**config.mk**
```make
export PLATFORM = sky130hd
export DESIGN_NAME = idx_port
export DESIGN_NICKNAME = d
export VERILOG_FILES = /design/src/rtl/idx_port.sv
export SDC_FILE = /design/constraint.sdc
export NUM_CORES = 1
export LEC_CHECK = 0
export ABC_AREA = 1
export BUFFER_PORTS_ARGS = -buffer_cell sky130_fd_sc_hd__buf_4
export CAP_MARGIN = 20
export CORE_ASPECT_RATIO = 0.5
export CORE_MARGIN = 3
export CORE_UTILIZATION = 45
export DETAILED_ROUTE_END_ITERATION = 12
export GPL_ROUTABILITY_DRIVEN = 0
export SLEW_MARGIN = 20
export SYNTH_ARGS = -nofsm -noshare
export SYNTH_HDL_FRONTEND = slang
export SYNTH_SLANG_ARGS = --single-unit
```
**constraint.sdc**
```tcl
create_clock -name clk -period 1.6 [get_ports clk]
set_input_delay 0.08 -clock clk [delete_from_list [all_inputs] [get_ports clk]]
set_output_delay 0.08 -clock clk [all_outputs]
set_load 0.02 [all_outputs]
```
**src/rtl/idx_port.sv**
```systemverilog
module idx_port #(
  parameter logic [15:0] REV_ID    = 16'h0011,
  parameter logic [15:0] CHIP_ID   = 16'h6120,
  parameter logic [31:0] CTRL_RST  = 32'h0000_0000,
  parameter logic [31:0] INTV_RST  = 32'h0000_2EDF,
  parameter logic [15:0] HWCFG_RST = 16'h0028,
  parameter logic [15:0] RESET_KEY = 16'h00F6
) (
  input  logic        clk,
  input  logic        rst_n,
  input  logic        bus_sel,
  input  logic        bus_wr,
  input  logic        bus_rd,
  input  logic        bus_addr,
  input  logic [15:0] bus_wdata,
  output logic [15:0] bus_rdata
);

  localparam logic [6:0] IX_REV   = 7'h00;
  localparam logic [6:0] IX_CTRL  = 7'h01;
  localparam logic [6:0] IX_INTV  = 7'h0D;
  localparam logic [6:0] IX_HWCFG = 7'h20;
  localparam logic [6:0] IX_CHIP  = 7'h27;
  localparam logic [6:0] IX_SCR   = 7'h28;
  localparam logic [6:0] IX_SRST  = 7'h29;

  logic [7:0]  cmd_q;
  logic        half_q;
  logic [15:0] stage_q, snap_q;
  logic [31:0] ctrl_q, intv_q;
  logic [15:0] hwcfg_q, scr_q;
  logic [31:0] rd_val;

  wire [6:0] idx    = cmd_q[6:0];
  wire       dir_wr = cmd_q[7];
  wire cur_wide     = (idx == IX_CTRL) || (idx == IX_INTV);

  wire cmd_wr_ev = bus_sel && bus_wr && bus_addr;
  wire cmd_rd_ev = bus_sel && !bus_wr && bus_rd && bus_addr;
  wire dat_wr_ev = bus_sel && bus_wr && !bus_addr && dir_wr;
  wire dat_rd_ev = bus_sel && !bus_wr && bus_rd && !bus_addr;
  wire dat_rd_ok = dat_rd_ev && !dir_wr;

  wire        commit     = dat_wr_ev && (!cur_wide || half_q);
  wire [31:0] commit_val = cur_wide ? {bus_wdata, stage_q} : {16'h0000, bus_wdata};
  wire        soft_rst   = commit && (idx == IX_SRST) && (bus_wdata == RESET_KEY);

  always_comb begin
    case (idx)
      IX_REV:   rd_val = {16'h0000, REV_ID};
      IX_CTRL:  rd_val = ctrl_q;
      IX_INTV:  rd_val = intv_q;
      IX_HWCFG: rd_val = {16'h0000, hwcfg_q};
      IX_CHIP:  rd_val = {16'h0000, CHIP_ID};
      IX_SCR:   rd_val = {16'h0000, scr_q};
      default:  rd_val = 32'h0000_0000;
    endcase
  end

  always_ff @(posedge clk) begin
    if (!rst_n || soft_rst) begin
      ctrl_q  <= CTRL_RST;
      intv_q  <= INTV_RST;
      hwcfg_q <= HWCFG_RST;
      scr_q   <= 16'h0000;
    end else if (commit) begin
      case (idx)
        IX_CTRL:  ctrl_q  <= commit_val;
        IX_INTV:  intv_q  <= commit_val;
        IX_HWCFG: hwcfg_q <= commit_val[15:0];
        IX_SCR:   scr_q   <= commit_val[15:0];
        default:  ;
      endcase
    end
  end

  always_ff @(posedge clk) begin
    if (!rst_n) begin
      cmd_q   <= 8'h00;
      half_q  <= 1'b0;
      stage_q <= 16'h0000;
      snap_q  <= 16'h0000;
    end else if (cmd_wr_ev) begin
      cmd_q  <= bus_wdata[7:0];
      half_q <= 1'b0;
    end else if (dat_wr_ev && cur_wide) begin
      if (!half_q) stage_q <= bus_wdata;
      half_q <= !half_q;
    end else if (dat_rd_ok && cur_wide) begin
      if (!half_q) snap_q <= rd_val[31:16];
      half_q <= !half_q;
    end
  end

  always_ff @(posedge clk) begin
    if (!rst_n)
      bus_rdata <= 16'h0000;
    else if (cmd_rd_ev)
      bus_rdata <= {8'h00, cmd_q};
    else if (dat_rd_ev)
      bus_rdata <= dir_wr ? 16'h0000 : (half_q ? snap_q : rd_val[15:0]);
  end

endmodule

```
# Word-level counts from Yosys, hierarchy flattened
# Index checks and enable logic that the tools add are counted.
[word_totals]
rom_bits = 0
out_inout_bits = 16
n_memories = 0
ram_bits = 0
reg_bits = 153
latch_bits = 0
wordCells = 63
[classes]
reduce_logical = 34
order_cmp = 0
shifts = 0
eq_ne = 7
n_mul = 0
n_mux = 8
add_sub_neg = 0
bitwise_logic = 4
div_mod_pow = 0
[op_table]
columns = ["op", "count"]
rows = [
  ["one-hot mux 32 bit (6 select lines)", 1],
  ["2-to-1 mux 16 bit", 2],
  ["2-to-1 mux 32 bit", 1],
  ["equality test 7 x 6 -> 1 bit, second input constant", 4],
  ["equality test 16 x 8 -> 1 bit, second input constant", 1],
  ["2-to-1 mux 8 bit", 2],
  ["logical AND 1 bit", 14],
  ["AND reduction 2 bit", 4],
  ["equality test 7 x 1 -> 1 bit, second input constant", 1],
  ["equality test 7 x 4 -> 1 bit, second input constant", 1],
  ["zero test 7 bit", 1],
  ["zero test 1 bit", 6],
  ["NOT 1 bit", 4],
  ["AND reduction 4 bit", 1],
  ["nonzero test 2 bit", 2],
  ["OR reduction 2 bit", 2],
  ["logical OR 1 bit", 3],
  ["AND reduction 3 bit", 1],
  ["2-to-1 mux 1 bit", 2],
]

# Depth between registers and ports, before layout
[logic_depth]
ltp_word = 8
depth_mapped = 13
mapped_depth_nobuf = 12

# Worst setup path after synthesis
# No wires, ideal clock.
[synth_path]
path_type = "flip-flop to flip-flop"
start = "register cmd_q[4]"
end = "register ctrl_q[10]"
arrival_time_ns = 1.595
n_path_buf = 2
setup_time_ns = 0.066
required_time_ns = 1.534
path_slack_ns = -0.061
path_stages_with_launch = 14
path_cell_list = "dfxtp_1 inv_1 nand2_1 nor2_4 nand2_1 nand2_4 nand2_2 nand2_4 inv_2 nand3_2 nand2_1 buf_6 buf_6 a21oi_2"
[synth_between]
elab_chain_cells = 8
[synth_rtl]
columns = ["element", "line_no", "source"]
rows = [
  ["start, declared", "27", "logic [7:0] cmd_q;"],
  ["start signal, assigned", "84", "cmd_q <= bus_wdata[7:0];"],
  ["equality test 7 x 1 -> 1 bit or equality test 7 x 4 -> 1 bit (tied branches)", "36, 67", ""],
  ["logical OR 1 bit", "36", "wire cur_wide = (idx == IX_CTRL) || (idx == IX_INTV);"],
  ["zero test 1 bit", "44", "wire commit = dat_wr_ev && (!cur_wide || half_q);"],
  ["logical OR 1 bit", "44", ""],
  ["logical AND 1 bit", "44", ""],
  ["logical AND 1 bit (2 in a row)", "46", "wire soft_rst = commit && (idx == IX_SRST) && (bus_wdata == RESET_KEY);"],
  ["logical OR 1 bit", "61", "if (!rst_n || soft_rst) begin"],
  ["end signal, assigned", "68", "IX_CTRL: ctrl_q <= commit_val;"],
  ["end, declared", "30", "logic [31:0] ctrl_q, intv_q;"],
]
# Several ways; a longest one is shown, not always the timed one.
# A chain may end at the register's enable or synchronous reset.

# Worst setup path after layout
[layout_path]
start = "register cmd_q[6]"
end = "register ctrl_q[1]"
# The elaborated chain is that of the path after synthesis.

==> out/qor.yml <==
synth:
  synth_top_area_share: 0.442
  synthesis.nets: 971
  synth.most_common_cell: "nand2_1"
  yosys-top-cells-area: "dfxtp_1, nand2_1, a21oi_2"
  yosysUniqueCellTypes: 26
  yosysWarnings: 0
  synth_cells: 949
  ys.flop_type: "dfxtp_1"
  synth.avg_cell_area_um2: 7.30
  synth-edff-count: 0
  async_flop_share: 0
  synth_top_area_cell: "dfxtp_1"
  synthesis.area_um2: 6930
  synthTopCellsByCount: "nand2_1, dfxtp_1, nand3_1"
  synth-seq-cells: 153
  yosysSeqAreaShare: 0.442
timing:
  slew_viol_final: 0
  tns_ns: -5.20
  grt_setup_unrepaired: "yes"
  finalHoldViolations: 0
  skew_ns: 0.0119
  slew_headroom: 0.724
  timing.hold.ws_ns: 0.0719
  period_minus_slack_ns: 1.70
  clock.fmax_mhz: 587
  fin_ws_ns: -0.103
  final-setup-viol-count: 91
  worst_slew_pin_slew_ns: 0.414
  post-route-period-util: 1.06
clocking:
  htreeDepth: 4
  cts_root_buf: "clkbuf_16"
  clk_latency_ns: 0.43
  cts_buffers: 17
  clock_path_buffers: 2
  clock_sinks: 153
  clk_pin_slew_ns: 0.07
  cts_tree: "yes"
place:
  post-place-ws_ns: -0.309
  dp.cells: 1221
  hpwlAfterDp_um: 15800
  io_buffers: 37
global_route:
  grt_overflow: 0
  grt_pass1_wl_um: 37100
  antenna_found_initial: 0
  grt_start_max_net_pins: 33
  grt_pass1_vias: 6640
  grt_usage: 0.286
outcome:
  outcome: "complete, but fails checks"
  violations: "setup timing"
worst_setup_path:
  worst_path_dominant_cell_family: "buffers and inverters"
  crit_slowest_cell: "dfxtp_2"
  crit_top_cell: "nand2_2"
  crit_buf_inv: 6
  max_stage_delay_ns: 0.34
  critPathKind: "reg -> reg"
  crit_required_ns: 1.92
  worst_ep_arrival_time_ns: 2.02
  worstPathMaxFanout: 8
  worstPathCellList: "inv_2 > nand2_2 > nor2_4 > nand2_2 > buf_4 > buf_4 > nor2_4 > buf_12 > clkinv_8 > clkbuf_16 > nand2_2 > a21oi_1"
  end_kind: "flip-flop"
  start_kind: "flip-flop"
job:
  cap_violations: 0
final_layout:
  drive_gt1_frac: 0.341
  syn2layout_area_growth_pct: 42.0
  final_nets: 1105
  fin_cells: 1294
  diodes: 0
detailed_routing:
  drc: 0
  wl_per_cell_um: 19.3
  drtIter0Drc: 747
  drt-pass1-iter-count: 5
  via_count: 7277
  wirelength_um: 24900
  antenna_left: 0
  via_per_inst: 5.62
die:
  dieHeight_um: 93.7
  start_util: 0.469
  die_w_um: 181
  fp.dieArea_um2: 17000
  rows: 31
  fp.coreArea_um2: 14800
  io_pins: 38
pwr:
  p_leak_nw: 3.71
  power.density_nw_per_um2: 917
  ir_drop_mv: 0.727
min_path:
  hold_class: "in -> reg"
## cell usage in the layout (no fill, tap or decap), types with 2 or more instances in the layout
cell type	Yosys	final
nand2_1	312	253
dfxtp_1	153	146
buf_4	0	111
nand3_1	98	98
a21oi_2	60	80
a21oi_1	95	75
nand2_2	2	43
inv_1	41	38
o21ai_0	40	27
nand4_1	26	26
buf_12	0	23
clkbuf_16	0	21
nand2_4	2	19
nor2_1	21	19
dlygate4sd3_1	0	15
buf_6	7	14
nor2_4	4	8
a22oi_1	8	8
o21ai_1	0	7
o21ai_2	0	6
dfxtp_2	0	6
inv_2	7	5
buf_16	0	5
buf_8	0	5
inv_6	0	4
clkinv_4	0	4
inv_4	0	3
o21bai_1	4	3
bufinv_16	0	3
nor3_2	0	2
nand3_4	0	2
nor2_2	4	2
o211ai_1	2	2
clkinvlp_4	0	2
clkbuf_1	32	2
## kinds of logic (layout without fill, tap and decap cells)
family | count (synthesis) | count (layout) | share of synthesized area
simple gates | 475 | 475 | 0.296
buf+inv | 110 | 257 | 0.0713
flops | 153 | 153 | 0.442
compound gates | 211 | 211 | 0.191
## power by group
| group | leakage (nW) | switching [mW] | internal (mW) |
|---|---|---|---|
| Combinational | 2.18 | 0.542 | 0.393 |
| Sequential | 1.24 | 0.0151 | 3.82 |
| Clock | 0.292 | 1.73 | 2.52 |
| Total | 3.71 | 2.29 | 6.74 |
## per-stage QoR
step | cell area, um2 | utilization | total power [mW]
finish | 9840 | 0.666 | 9.03
global route | 9840 | 0.666 | 9.24
CTS | 9440 | 0.639 | 9.01
detailed placement | 8130 | 0.550 | 4.64
global placement | 8130 | 0.550 | 4.64
floorplan | 6950 | - | 4.25
## registers in the layout, summed over array words and instances (netlist names)
register	count
intv_q	32
bus_rdata	16
hwcfg_q	16
half_q	1
stage_q	16
ctrl_q	32
snap_q	16
scr_q	16
cmd_q	8
## cell type report
cell class / instances / area (um2)
fillers: 1229 / 4940
multi-input cells: 686 / 3780
flip-flops and latches: 153 / 3070
repair buffers: 177 / 1910
clock buffers: 20 / 447
well taps: 198 / 248
inverters: 48 / 205
clock inverters: 12 / 166
## layer usage
metal	vias to the layer above	share of wire	global-route usage
li1	3422	-	-
met1	3477	0.46	0.413
met2	327	0.41	0.412
met3	51	0.10	0.0654
met4	0	0.026	0.113
met5	-	0	0
## final timing paths
check | cells past startpoint | end | slack (ns) | start
worst max register to register | 12 | ctrl_q[1] | -0.10 | cmd_q[6]
worst min register to register | 2 | stage_q[12] | 0.44 | stage_q[12]
worst max-delay path | 12 | ctrl_q[1] | -0.10 | cmd_q[6]
worst min-delay path | 2 | intv_q[4] | 0.07 | rst_n
## repair_timing
action | 4_1_cts | 5_1_grt
setup endpoints to repair | 137 | 144
buffers inserted | 17 | 4
cloned | 6 | 4
pin swaps | 20 | 14
hold buffers | 15 | 0
hold endpoints to repair | 41 | 0
gates resized for setup | 84 | 96
Note: power is estimated with default switching activity, not from simulation.
